--- src/rtl/mst_pkg.sv ---
package mst_pkg;
  typedef enum logic [1:0] {
    SLOT_EMPTY = 2'd0,
    SLOT_VALID = 2'd1,
    SLOT_ZOMBI = 2'd2
  } slot_state_e;

  typedef enum logic [1:0] {
    CTL_OTHER     = 2'd0,
    CTL_MISS_WAIT = 2'd1,
    CTL_MISS_DIR  = 2'd2
  } ctl_state_e;
endpackage

--- src/rtl/mst_line_match.sv ---
module mst_line_match #(
  parameter int PADDR_W = 32,
  parameter int OFS_W   = 5
) (
  input  logic [PADDR_W-1:0] a_i,
  input  logic [PADDR_W-1:0] b_i,
  output logic               same_o
);
  localparam logic [PADDR_W-1:0] LINE_MASK = {{(PADDR_W-OFS_W){1'b1}}, {OFS_W{1'b0}}};

  always_comb begin
    same_o = ((a_i & LINE_MASK) == (b_i & LINE_MASK));
  end
endmodule

--- src/rtl/mst_cleanup_reg.sv ---
module mst_cleanup_reg #(
  parameter int LINE_W = 27,
  parameter int WAY_W  = 2
) (
  input  logic              clk,
  input  logic              rst_n,
  input  logic              raise_i,
  input  logic [LINE_W-1:0] raise_line_i,
  input  logic [WAY_W-1:0]  raise_way_i,
  input  logic              accept_i,
  input  logic              drop_i,
  output logic              req_o,
  output logic [LINE_W-1:0] line_o,
  output logic [WAY_W-1:0]  way_o
);
  logic req_d;

  always_comb begin
    req_d = req_o;
    if (raise_i)                   req_d = 1'b1;
    else if (accept_i || drop_i)   req_d = 1'b0;
  end

  always_ff @(posedge clk or negedge rst_n) begin
    if (!rst_n) req_o <= 1'b0;
    else        req_o <= req_d;
  end

  always_ff @(posedge clk or negedge rst_n) begin
    if (!rst_n) begin
      line_o <= '0;
      way_o  <= '0;
    end else if (raise_i) begin
      line_o <= raise_line_i;
      way_o  <= raise_way_i;
    end
  end
endmodule

--- src/rtl/miss_slot_tracker.sv ---
module miss_slot_tracker
  import mst_pkg::*;
#(
  parameter int PADDR_W = 32,
  parameter int WAYS    = 4,
  parameter int SETS    = 64,
  parameter int WORDS   = 8,
  localparam int OFS_W  = $clog2(WORDS*4),
  localparam int LINE_W = PADDR_W - OFS_W,
  localparam int WAY_W  = $clog2(WAYS),
  localparam int SET_W  = $clog2(SETS)
) (
  input  logic               clk,
  input  logic               rst_n,
  input  logic               miss_start_i,
  input  logic               miss_pte_i,
  input  logic [PADDR_W-1:0] miss_paddr_i,
  input  logic [PADDR_W-1:0] walk_paddr_i,
  input  logic [WAY_W-1:0]   miss_way_i,
  input  logic [SET_W-1:0]   miss_set_i,
  input  logic               victim_vld_i,
  input  logic [LINE_W-1:0]  victim_line_i,
  output logic               miss_ack_o,
  input  logic               inval_vld_i,
  input  logic [PADDR_W-1:0] inval_paddr_i,
  input  logic [1:0]         inval_state_i,
  input  logic               inval_done_i,
  output logic               inval_hit_o,
  input  logic               dir_step_i,
  output logic               dir_we_o,
  output logic [PADDR_W-1:0] dir_paddr_o,
  output logic [WAY_W-1:0]   dir_way_o,
  output logic [SET_W-1:0]   dir_set_o,
  output logic [1:0]         dir_state_o,
  output logic               cln_req_o,
  output logic [LINE_W-1:0]  cln_line_o,
  output logic [WAY_W-1:0]   cln_way_o,
  input  logic               cln_ack_i,
  output logic               clack_wait_o,
  input  logic               clack_i
);
  logic [PADDR_W-1:0] save_paddr_q, save_paddr_d;
  logic [WAY_W-1:0]   save_way_q;
  logic [SET_W-1:0]   save_set_q;
  logic               zombi_q, zombi_d;
  logic               clack_d;
  logic               line_same, ctl_in_window;
  logic               dir_go, vict_raise, zomb_raise, cln_raise;
  logic [LINE_W-1:0]  raise_line;

  mst_line_match #(.PADDR_W(PADDR_W), .OFS_W(OFS_W)) u_match (
    .a_i    (save_paddr_q),
    .b_i    (inval_paddr_i),
    .same_o (line_same)
  );

  always_comb begin
    miss_ack_o    = miss_start_i & ~(victim_vld_i & cln_req_o);
    save_paddr_d  = miss_pte_i ? walk_paddr_i : miss_paddr_i;
    ctl_in_window = (inval_state_i == CTL_MISS_WAIT) || (inval_state_i == CTL_MISS_DIR);
    inval_hit_o   = inval_vld_i & ctl_in_window & line_same;
    dir_go        = dir_step_i & ~inval_vld_i & ~miss_start_i;
    dir_we_o      = dir_go & ~(zombi_q & cln_req_o);
    dir_state_o   = zombi_q ? SLOT_ZOMBI : SLOT_VALID;
    dir_paddr_o   = save_paddr_q;
    dir_way_o     = save_way_q;
    dir_set_o     = save_set_q;
    vict_raise    = miss_ack_o & victim_vld_i;
    zomb_raise    = dir_we_o & zombi_q;
    cln_raise     = vict_raise | zomb_raise;
    raise_line    = vict_raise ? victim_line_i : save_paddr_q[PADDR_W-1:OFS_W];
  end

  always_comb begin
    zombi_d = zombi_q;
    if (miss_ack_o)       zombi_d = 1'b0;
    else if (inval_hit_o) zombi_d = 1'b1;
    else if (zomb_raise)  zombi_d = 1'b0;
  end

  always_comb begin
    clack_d = clack_wait_o;
    if (vict_raise)   clack_d = 1'b1;
    else if (clack_i) clack_d = 1'b0;
  end

  always_ff @(posedge clk or negedge rst_n) begin
    if (!rst_n) begin
      zombi_q      <= 1'b0;
      clack_wait_o <= 1'b0;
    end else begin
      zombi_q      <= zombi_d;
      clack_wait_o <= clack_d;
    end
  end

  always_ff @(posedge clk or negedge rst_n) begin
    if (!rst_n) begin
      save_paddr_q <= '0;
      save_way_q   <= '0;
      save_set_q   <= '0;
    end else if (miss_ack_o) begin
      save_paddr_q <= save_paddr_d;
      save_way_q   <= miss_way_i;
      save_set_q   <= miss_set_i;
    end
  end

  mst_cleanup_reg #(.LINE_W(LINE_W), .WAY_W(WAY_W)) u_cln (
    .clk          (clk),
    .rst_n        (rst_n),
    .raise_i      (cln_raise),
    .raise_line_i (raise_line),
    .raise_way_i  (vict_raise ? miss_way_i : save_way_q),
    .accept_i     (cln_ack_i),
    .drop_i       (inval_done_i),
    .req_o        (cln_req_o),
    .line_o       (cln_line_o),
    .way_o        (cln_way_o)
  );
endmodule

--- config.mk ---
export PLATFORM = sky130hd
export DESIGN_NAME = miss_slot_tracker
export DESIGN_NICKNAME = d
export VERILOG_FILES = /design/src/rtl/mst_pkg.sv /design/src/rtl/mst_line_match.sv /design/src/rtl/mst_cleanup_reg.sv /design/src/rtl/miss_slot_tracker.sv
export SDC_FILE = /design/constraint.sdc
export NUM_CORES = 1
export LEC_CHECK = 0
export BUFFER_PORTS_ARGS = -buffer_cell sky130_fd_sc_hd__buf_2
export CAP_MARGIN = 20
export CELL_PAD_IN_SITES_DETAIL_PLACEMENT = 2
export CELL_PAD_IN_SITES_GLOBAL_PLACEMENT = 2
export CORE_MARGIN = 3
export CORE_UTILIZATION = 24
export DETAILED_ROUTE_END_ITERATION = 12
export GPL_TIMING_DRIVEN = 0
export PLACE_DENSITY = 0.84
export SLEW_MARGIN = 20
export SYNTH_ARGS = -nofsm -noshare
export SYNTH_HDL_FRONTEND = slang
export SYNTH_SLANG_ARGS = --single-unit
--- constraint.sdc ---
create_clock -name clk -period 1.9 [get_ports clk]
set_clock_uncertainty 0.2 [all_clocks]
set_input_delay 0.19 -clock clk [delete_from_list [all_inputs] [get_ports clk]]
set_output_delay 0.19 -clock clk [all_outputs]
set_load 0.01 [all_outputs]
==> flow_summary.json, run 1 <==
{
  "outcome": "complete, but fails checks",
  "violations": "negative hold slack, negative setup slack",
  "dieArea_um2": 16400,
  "viasPerCell": 4.74,
  "clk_pin_slew_ns": 0.06,
  "yosysSeqAreaShare_pct": 50.5,
  "io_pins": 219,
  "fillers": 1529,
  "grt_max_degree": 42,
  "maxSlewHeadroom_pct": 51.3,
  "min_period_ns": 2.32,
  "finalCritPeriodShare_pct": 122,
  "cts_tree": "built",
  "wl_per_cell_um": 22.9,
  "place_hpwl_um": 12000,
  "pre_cts_slack_ns": -0.347,
  "start_util_pct": 25.1,
  "syn_nets": 480,
  "cts_made_buffers": 9,
  "drt-initial-drc-count": 87,
  "p_per_area_nw_per_um2": 781,
  "core_um2": 14200,
  "final_common_cell": "buf_2",
  "cts_buffer_depth": 2,
  "dr.pass1.iters": 4,
  "drive_gt1_share_pct": 42.5,
  "grt_overflow": 0,
  "worstPathArrival_ns": 1.93,
  "syn-cell-area_um2": 3570,
  "cp-start-kind": "flip-flop",
  "via_count": 4050,
  "die_w_um": 128,
  "synth_warnings": 0,
  "globalplace.congestion": 0.749,
  "synth_top_family_by_area": "multiplexers",
  "p_leak_nw": 3.23,
  "grt_pass1_wl_um": 28300,
  "die_height_um": 128,
  "cts_max_level": 3,
  "worst_pin_slew_ns": 0.731,
  "synth-xor-area-share_pct": 6.63,
  "yosysUniqueCellTypes": 25,
  "io_buffer_count": 212,
  "rsz0062_at_grt": "true",
  "setup_viol": 32,
  "final_cell_mix": "212 x buf_2, 89 x dlygate4sd3_1, 70 x dfrtp_1, 63 x nor2_1, 59 x a21oi_1",
  "root_buffer": "clkbuf_16",
  "synth_compound_area_share_pct": 10.3,
  "drcViolationCount": 0,
  "drt_wl_total_um": 19600,
  "postSynthAreaPerCell_um2": 10.6,
  "final.setup.worst_slack_ns": -0.421,
  "timing.final.hold_violations": 1,
  "synthMuxAreaShare_pct": 19.6,
  "ant_nets": 0,
  "grt_antenna_before_repair": 3,
  "area_growth_pct": 79.9,
  "slew_violations": 0,
  "grt.total_usage_pct": 23.1,
  "fmax_mhz": 431,
  "nets": 810,
  "clock-sinks": 72,
  "ys_ff_latch": 72,
  "crit_path_max_fanout": 4,
  "crit_type": "flip-flop to output pin",
  "synth_fa_ha_area_share_pct": 0,
  "holdWs_ns": -0.00908,
  "syn_inst": 337,
  "cp-end-kind": "output pin",
  "cp.required_ns": 1.51,
  "peakVddDrop_v": 0.000318,
  "worstHoldPathType": "input pin to flip-flop",
  "power_w": 0.00501,
  "rrSetupSlack_ns": -0.08,
  "insertion_delay_ns": 0.33,
  "grt_pass1_vias": 4773,
  "rows": 43,
  "drv_cap": 0,
  "synth-simple-area-share_pct": 9.12
}
==> area by class of cell <==
type / count / area, um^2 / share of cell area, %
buffer: 21 / 173 / 2.69
inverter: 4 / 15.0 / 0.234
antenna: 4 / 10.0 / 0.156
sequential: 72 / 1800 / 28.1
multi-input combinational: 239 / 1750 / 27.2
tap: 180 / 225 / 3.51
timing repair buffer: 320 / 2170 / 33.9
clock buffer: 15 / 268 / 4.17
==> metrics by stage <==
| stage | hold slack [ns] | cells | setup TNS [ns] | instance area, um^2 | utilization, % |
|---|---|---|---|---|---|
| 2_1_floorplan | -0.306 | 337 | 0 | 3570 | - |
| 3_3_place_gp | 0.182 | 729 | -5.86 | 4850 | 34.2 |
| 3_5_place_dp | -0.0272 | 730 | -1.53 | 4880 | 34.3 |
| 4_1_cts | 0.00192 | 843 | -0.543 | 6140 | 43.3 |
| 5_1_grt | 0.00150 | 855 | -5.20 | 6420 | 45.2 |
| 6_report | -0.00908 | 855 | -2.02 | 6420 | 45.2 |
==> cell usage after synthesis <==
master      n  area share (%)
o21ba_1     1            0.28
a21boi_1    1            0.21
nor3_1      1            0.14
mux2_2      8             2.5
buf_2       9             1.3
a21oi_1    62             8.7
xor2_1     19             4.7
nand4_1     3            0.53
o211ai_1    1            0.21
xnor2_1     8             2.0
nor4_1      4            0.70
buf_1       2            0.21
nor4_4      1            0.60
a2111oi_4   1            0.77
nand2_1     2            0.21
mux2i_1    61              17
nand3_1     1            0.14
nor2_1     63             6.6
buf_4       1            0.21
buf_6       3            0.95
nand2_2     1            0.18
o21ai_0     1            0.14
dfrtp_1    72              51
clkbuf_1    7            0.74
inv_1       4            0.42
==> logic make-up after synthesis <==
family	after synthesis
mux	69
xor+xnor	27
buf+inv	26
simple gates	76
flops	72
compound gates	67
==> registers in the layout, indices dropped and copies added (netlist names) <==
signal and count:
dir_set_o 6, u_cln.req_o 1, dir_way_o 2, clack_wait_o 1
u_cln.way_o 2, dir_paddr_o 32, u_cln.line_o 27, zombi_q 1
==> power by group <==
part / switching (W) / internal, W
clock network: 0.000637 / 0.000952
registers: 0.000212 / 0.00176
logic: 0.000746 / 0.000705
total: 0.00159 / 0.00342
==> final timing paths <==
kind | start | to | cells after the start
min in group asynchronous | rst_n | dir_way_o[1]$_DFFE_PN0N_ | 2
hold reg to reg | dir_set_o[0]$_DFFE_PN0N_ | dir_set_o[0]$_DFFE_PN0N_ | 1
setup reg to reg | u_cln.req_o$_DFFE_PN0P_ | u_cln.line_o[1]$_DFFE_PN0P_ | 5
hold / removal | walk_paddr_i[28] | dir_paddr_o[28]$_DFFE_PN0N_ | 3
setup / recovery | dir_paddr_o[16]$_DFFE_PN0N_ | inval_hit_o | 5
max in group asynchronous | rst_n | u_cln.req_o$_DFFE_PN0P_ | 3
==> critical path, stage by stage, from the launching register on <==
cell     delay, ns
dfrtp_1       0.43
xor2_1        0.17
nor4_2        0.38
nand4_1       0.19
nor4_4        0.24
buf_2         0.20
==> layer usage <==
layer  global-route usage (%)  share of wire, %
met4                     7.87               2.1
met3                     4.88               5.2
met5                        0                 0
met2                     44.5                56
met1                     24.6                36
==> repair_timing <==
item / 4_1_cts / 5_1_grt
gates cloned: 0 / 3
setup endpoints to repair: 23 / 55
hold buffers: 89 / 0
buffers inserted: 9 / 6
hold endpoints to repair: 97 / 0
pin swaps: 12 / 28
resized for setup: 8 / 39
(Power assumes the default switching activity.)
==> run 2: changes to the inputs <==
Settings changed: PLACE_DENSITY 0.84 to 0.87.
==> run 2 against run 1 <==
Against the previous run: the run ends with negative setup slack left; via count up 1.3%; first-iteration DRC count rose by 15%; wire length up 1.1%; worst setup slack lost 0.088 ns; register-to-register slack better by 0.06 ns; maximum frequency down 3.6%; global-route usage up 0.73 points; count of clock-buffer cells in the layout unchanged; sequential share of layout area about the same; combinational power about the same; hold slack better by 0.018 ns; critical endpoint unchanged.
==> flow_summary.json, run 2 (synthesized netlist as in run 1, its figures left out) <==
{
  "ant_nets": 0,
  "cts_max_level": 3,
  "final_cell_mix": "213 x buf_2, 94 x dlygate4sd3_1, 68 x dfrtp_1, 63 x nor2_1, 60 x a21oi_1",
  "drive_gt1_share_pct": 42.4,
  "setup.worst_path.end": "inval_hit_o",
  "reg2reg_to": "u_cln.line_o[7]$_DFFE_PN0P_",
  "tns_ns": -0.613,
  "cts_made_buffers": 9,
  "cp-start-kind": "flip-flop",
  "dieArea_um2": 16400,
  "placedCellCount": 730,
  "power_w": 0.00507,
  "clk_pin_slew_ns": 0.07,
  "cp.depth": 5,
  "rsz0062_at_grt": "true",
  "regArea_um2": 1810,
  "setup_viol": 8,
  "via_count": 4101,
  "slowest_stage": "nor4_2",
  "fin_util_pct": 45.2,
  "cts_buffer_depth": 2,
  "drcViolationCount": 0,
  "grt_overflow": 0,
  "fin_cells": 857,
  "die_w_um": 128,
  "io_pins": 219,
  "grt.total_usage_pct": 23.8,
  "crit_type": "flip-flop to output pin",
  "grt_pass1_vias": 5028,
  "grt_antenna_before_repair": 2,
  "dr.pass1.iters": 4,
  "finalCritPeriodShare_pct": 127,
  "crit_path_max_fanout": 2,
  "drt_wl_total_um": 19800,
  "drt-initial-drc-count": 100,
  "peakVddDrop_v": 0.000487,
  "final.setup.worst_slack_ns": -0.509,
  "clock-sinks": 72,
  "io_buffer_count": 212,
  "outcome": "complete, but fails checks",
  "viasPerCell": 4.79,
  "cp_slowest_stage_delay_ns": 0.43,
  "crit_chain": "xor2_1, nor4_2, nand4_1, nor4_4, buf_2",
  "cts_tree": "built",
  "place_hpwl_um": 12200,
  "start_util_pct": 25.1,
  "cp.required_ns": 1.51,
  "largest_reg_flops": 32,
  "insertion_delay_ns": 0.34,
  "fillers": 1538,
  "area_growth_pct": 80.0,
  "rows": 43,
  "rrSetupSlack_ns": -0.02,
  "core_um2": 14200,
  "min_period_ns": 2.41,
  "root_buffer": "clkbuf_16",
  "multiInputGateArea_um2": 1740,
  "slew_violations": 0,
  "cp-end-kind": "output pin",
  "fmax_mhz": 415,
  "final_common_cell": "buf_2",
  "timing.final.hold_violations": 0,
  "r2r_cells": 5,
  "maxSlewHeadroom_pct": 60.8,
  "worstReg2RegStart": "zombi_q$_DFFE_PN0P_",
  "p_per_area_nw_per_um2": 790,
  "nets": 813,
  "crit_start": "dir_paddr_o[5]$_DFFE_PN0N_",
  "pre_cts_slack_ns": -0.323,
  "drv_cap": 0,
  "die_height_um": 128,
  "cp_num_buf_inv": 1,
  "grt_pass1_wl_um": 29200,
  "violations": "negative setup slack",
  "wl_per_cell_um": 23.1,
  "globalplace.congestion": 0.756,
  "worst_pin_slew_ns": 0.588,
  "worstHoldPathType": "input pin to flip-flop",
  "grt_max_degree": 44,
  "worstPathArrival_ns": 2.02,
  "path_delay_family": "simple AND/OR/NAND/NOR gates",
  "p_leak_nw": 3.23
}
-- run 2: area by class of cell --
type,count,area share (%)
Clock buffer,15,4.17
Antenna cell,3,0.117
Buffer,20,2.47
Tap cell,180,3.51
Sequential cell,72,28.1
Inverter,4,0.234
Multi-Input combinational cell,239,27.1
Timing Repair Buffer,324,34.3
-- run 2: worst min-delay path, stage by stage --
cell and delay, ns:
buf_2 0.08, mux2i_1 0.08, a21oi_1 0.15
-- run 2: how the worst min path moves through the flow --
stage,startpoint,endpoint,cells after the start
final,walk_paddr_i[14],dir_paddr_o[14]$_DFFE_PN0N_,3
after global routing,walk_paddr_i[14],dir_paddr_o[14]$_DFFE_PN0N_,3
after CTS,miss_paddr_i[23],dir_paddr_o[23]$_DFFE_PN0N_,3
after detailed placement,rst_n,u_cln.line_o[4]$_DFFE_PN0P_,1
after global placement,clack_i,clack_wait_o$_DFFE_PN0P_,2
after floorplan,rst_n,clack_wait_o$_DFFE_PN0P_,0
-- run 2: per-layer routing --
layer / GRT usage (%) / vias up / wire (um)
li1: - / 1829 / -
met1: 24.6 / 2033 / 7010
met2: 45.6 / 182 / 10800
met3: 4.79 / 57 / 1130
met4: 10.9 / 0 / 874
met5: 0 / - / 0
-- run 2: stage by stage --
| step | area [um^2] | hold WS (ns) |
|---|---|---|
| after floorplan | 3570 | -0.306 |
| after global placement | 4850 | 0.190 |
| after detailed placement | 4880 | -0.0281 |
| after CTS | 6230 | 0.000151 |
| after global routing | 6420 | 0.00712 |
| final | 6420 | 0.00849 |
-- run 2: where the power goes --
| group | internal [W] | switching (W) |
|---|---|---|
| sequential | 0.00176 | 0.000211 |
| combinational | 0.000710 | 0.000758 |
| clock | 0.000953 | 0.000679 |
| total | 0.00342 | 0.00165 |
-- run 2: what timing repair did --
item / CTS / global route
resized for setup: 10 / 35
pin swaps: 13 / 24
buffers inserted: 13 / 2
endpoints found under the hold margin: 110 / 0
hold buffers: 94 / 0
gates cloned: 0 / 2
endpoints found under the setup margin: 23 / 62
==> run 3: changes to the inputs <==
Settings changed: CORE_MARGIN 3 to unset.
==> run 3 against run 2 <==
Against the previous run: the flow finishes with violations (negative hold slack, negative setup slack); first-iteration DRC count decreased by 8.0%; critical path depth unchanged; power rose by 1.2%; hold slack lost 0.015 ns; die area shrank 6.2%; sequential share of layout area is 0.36 points lower; final area rose by 1.3%; via count decreased by 1.7%; critical path type unchanged; highest routed layer unchanged.
==> flow_summary.json, run 3 (synthesized netlist as in run 1, its figures left out) <==
{
  "nets": 807,
  "io_buffer_count": 212,
  "grt_antenna_before_repair": 1,
  "dr.pass1.iters": 4,
  "crit_type": "flip-flop to output pin",
  "drcViolationCount": 0,
  "place_hpwl_um": 11500,
  "rsz0062_at_grt": "true",
  "cts_max_level": 3,
  "pre_cts_slack_ns": -0.328,
  "violations": "negative hold slack, negative setup slack",
  "root_buffer": "clkbuf_16",
  "io_pins": 219,
  "clock-sinks": 72,
  "fmax_mhz": 437,
  "final_cell_mix": "213 x buf_2, 91 x dlygate4sd3_1, 68 x dfrtp_1, 63 x nor2_1, 54 x a21oi_1",
  "drive_gt1_share_pct": 44.4,
  "min_period_ns": 2.29,
  "worstHoldPathType": "input pin to flip-flop",
  "ant_nets": 0,
  "timing.final.hold_violations": 2,
  "clk_pin_slew_ns": 0.06,
  "fin_util_pct": 44.8,
  "viasPerCell": 4.71,
  "worst_pin_slew_ns": 0.764,
  "cts_buffer_depth": 2,
  "core_um2": 14500,
  "area_growth_pct": 82.4,
  "final.setup.worst_slack_ns": -0.386,
  "final_common_cell": "buf_2",
  "via_count": 4030,
  "wl_per_cell_um": 22.7,
  "drv_cap": 0,
  "finalCritPeriodShare_pct": 120,
  "outcome": "complete, but fails checks",
  "insertion_delay_ns": 0.34,
  "dieArea_um2": 15400,
  "grt_overflow": 0,
  "grt.total_usage_pct": 24.9,
  "die_height_um": 124,
  "grt_pass1_vias": 4849,
  "die_w_um": 124,
  "setup_viol": 12,
  "cp-start-kind": "flip-flop",
  "start_util_pct": 24.5,
  "drt-initial-drc-count": 92,
  "cp-end-kind": "output pin",
  "rows": 44,
  "cp.required_ns": 1.51,
  "cts_made_buffers": 9,
  "grt_pass1_wl_um": 27300,
  "crit_path_max_fanout": 2,
  "maxSlewHeadroom_pct": 49.1,
  "cts_tree": "built",
  "peakVddDrop_v": 0.000320,
  "grt_max_degree": 50,
  "globalplace.congestion": 0.739,
  "largest_reg_flops": 32,
  "p_leak_nw": 3.22,
  "p_per_area_nw_per_um2": 789,
  "holdWs_ns": -0.00656,
  "drt_wl_total_um": 19500,
  "slew_violations": 0,
  "worstPathArrival_ns": 1.90
}
==> run 3: path summary, 6_finish.rpt <==
check / start / end / slack, ns / cells after the start
max: dir_paddr_o[12]$_DFFE_PN0N_ / inval_hit_o / -0.39 / 5
min reg2reg: dir_set_o[2]$_DFFE_PN0N_ / dir_set_o[2]$_DFFE_PN0N_ / 0.32 / 1
min in group asynchronous: rst_n / u_cln.line_o[16]$_DFFE_PN0P_ / 0.12 / 2
max in group asynchronous: rst_n / dir_paddr_o[6]$_DFFE_PN0N_ / 0.78 / 3
max reg2reg: zombi_q$_DFFE_PN0P_ / u_cln.line_o[7]$_DFFE_PN0P_ / -0.05 / 5
min: walk_paddr_i[30] / dir_paddr_o[30]$_DFFE_PN0N_ / -0.007 / 3
==> run 3: metal layers <==
metal,up-vias,share of wire [%],track usage (%),wire length [um]
li1,1820,-,-,-
met3,36,4.8,4.85,933
met5,-,0,0,0
met2,164,57,48.6,11200
met4,0,2.6,11.5,498
met1,2010,35,25.1,6850
==> run 3: what timing repair did <==
action | CTS | global route
endpoints found under the setup margin | 24 | 53
setup buffers | 7 | 3
gates cloned | 0 | 3
gates resized for setup | 9 | 51
hold buffers | 91 | 0
pin swaps | 6 | 35
endpoints found under the hold margin | 139 | 0
==> run 3: metrics by stage <==
stage	power [W]	instances	area, um^2	setup TNS (ns)	hold slack [ns]
6_report	0.00513	856	6500	-0.504	-0.00656
5_1_grt	0.00537	854	6500	-2.57	0.00769
4_1_cts	0.00499	848	6180	-0.476	0.000897
3_5_place_dp	0.00311	734	4890	-2.27	-0.0793
3_3_place_gp	0.00303	733	4860	-5.80	0.194
2_1_floorplan	0.00246	337	3570	0	-0.306
==> run 3: report_power, final <==
group	internal (W)	switching (W)	total (W)
Combinational	0.000717	0.000754	0.00147
Sequential	0.00176	0.000228	0.00199
Clock	0.000987	0.000686	0.00167
Total	0.00346	0.00167	0.00513
==> run 3: cell type report <==
class	instances	area (um^2)
Clock inverter	3	15.0
Buffer	21	164
Antenna cell	3	7.51
Inverter	4	15.0
Multi-Input combinational cell	239	1840
Fill cell	1545	8030
Timing Repair Buffer	317	2160
Sequential cell	72	1810
Clock buffer	13	270
Tap cell	184	230
==> run 3: worst max-delay path: stages (launching register included) <==
cell and delay, ns:
dfrtp_1 0.41, xor2_2 0.17, nor4_2 0.29, nand4_1 0.19, nor4_4 0.30, buf_2 0.20
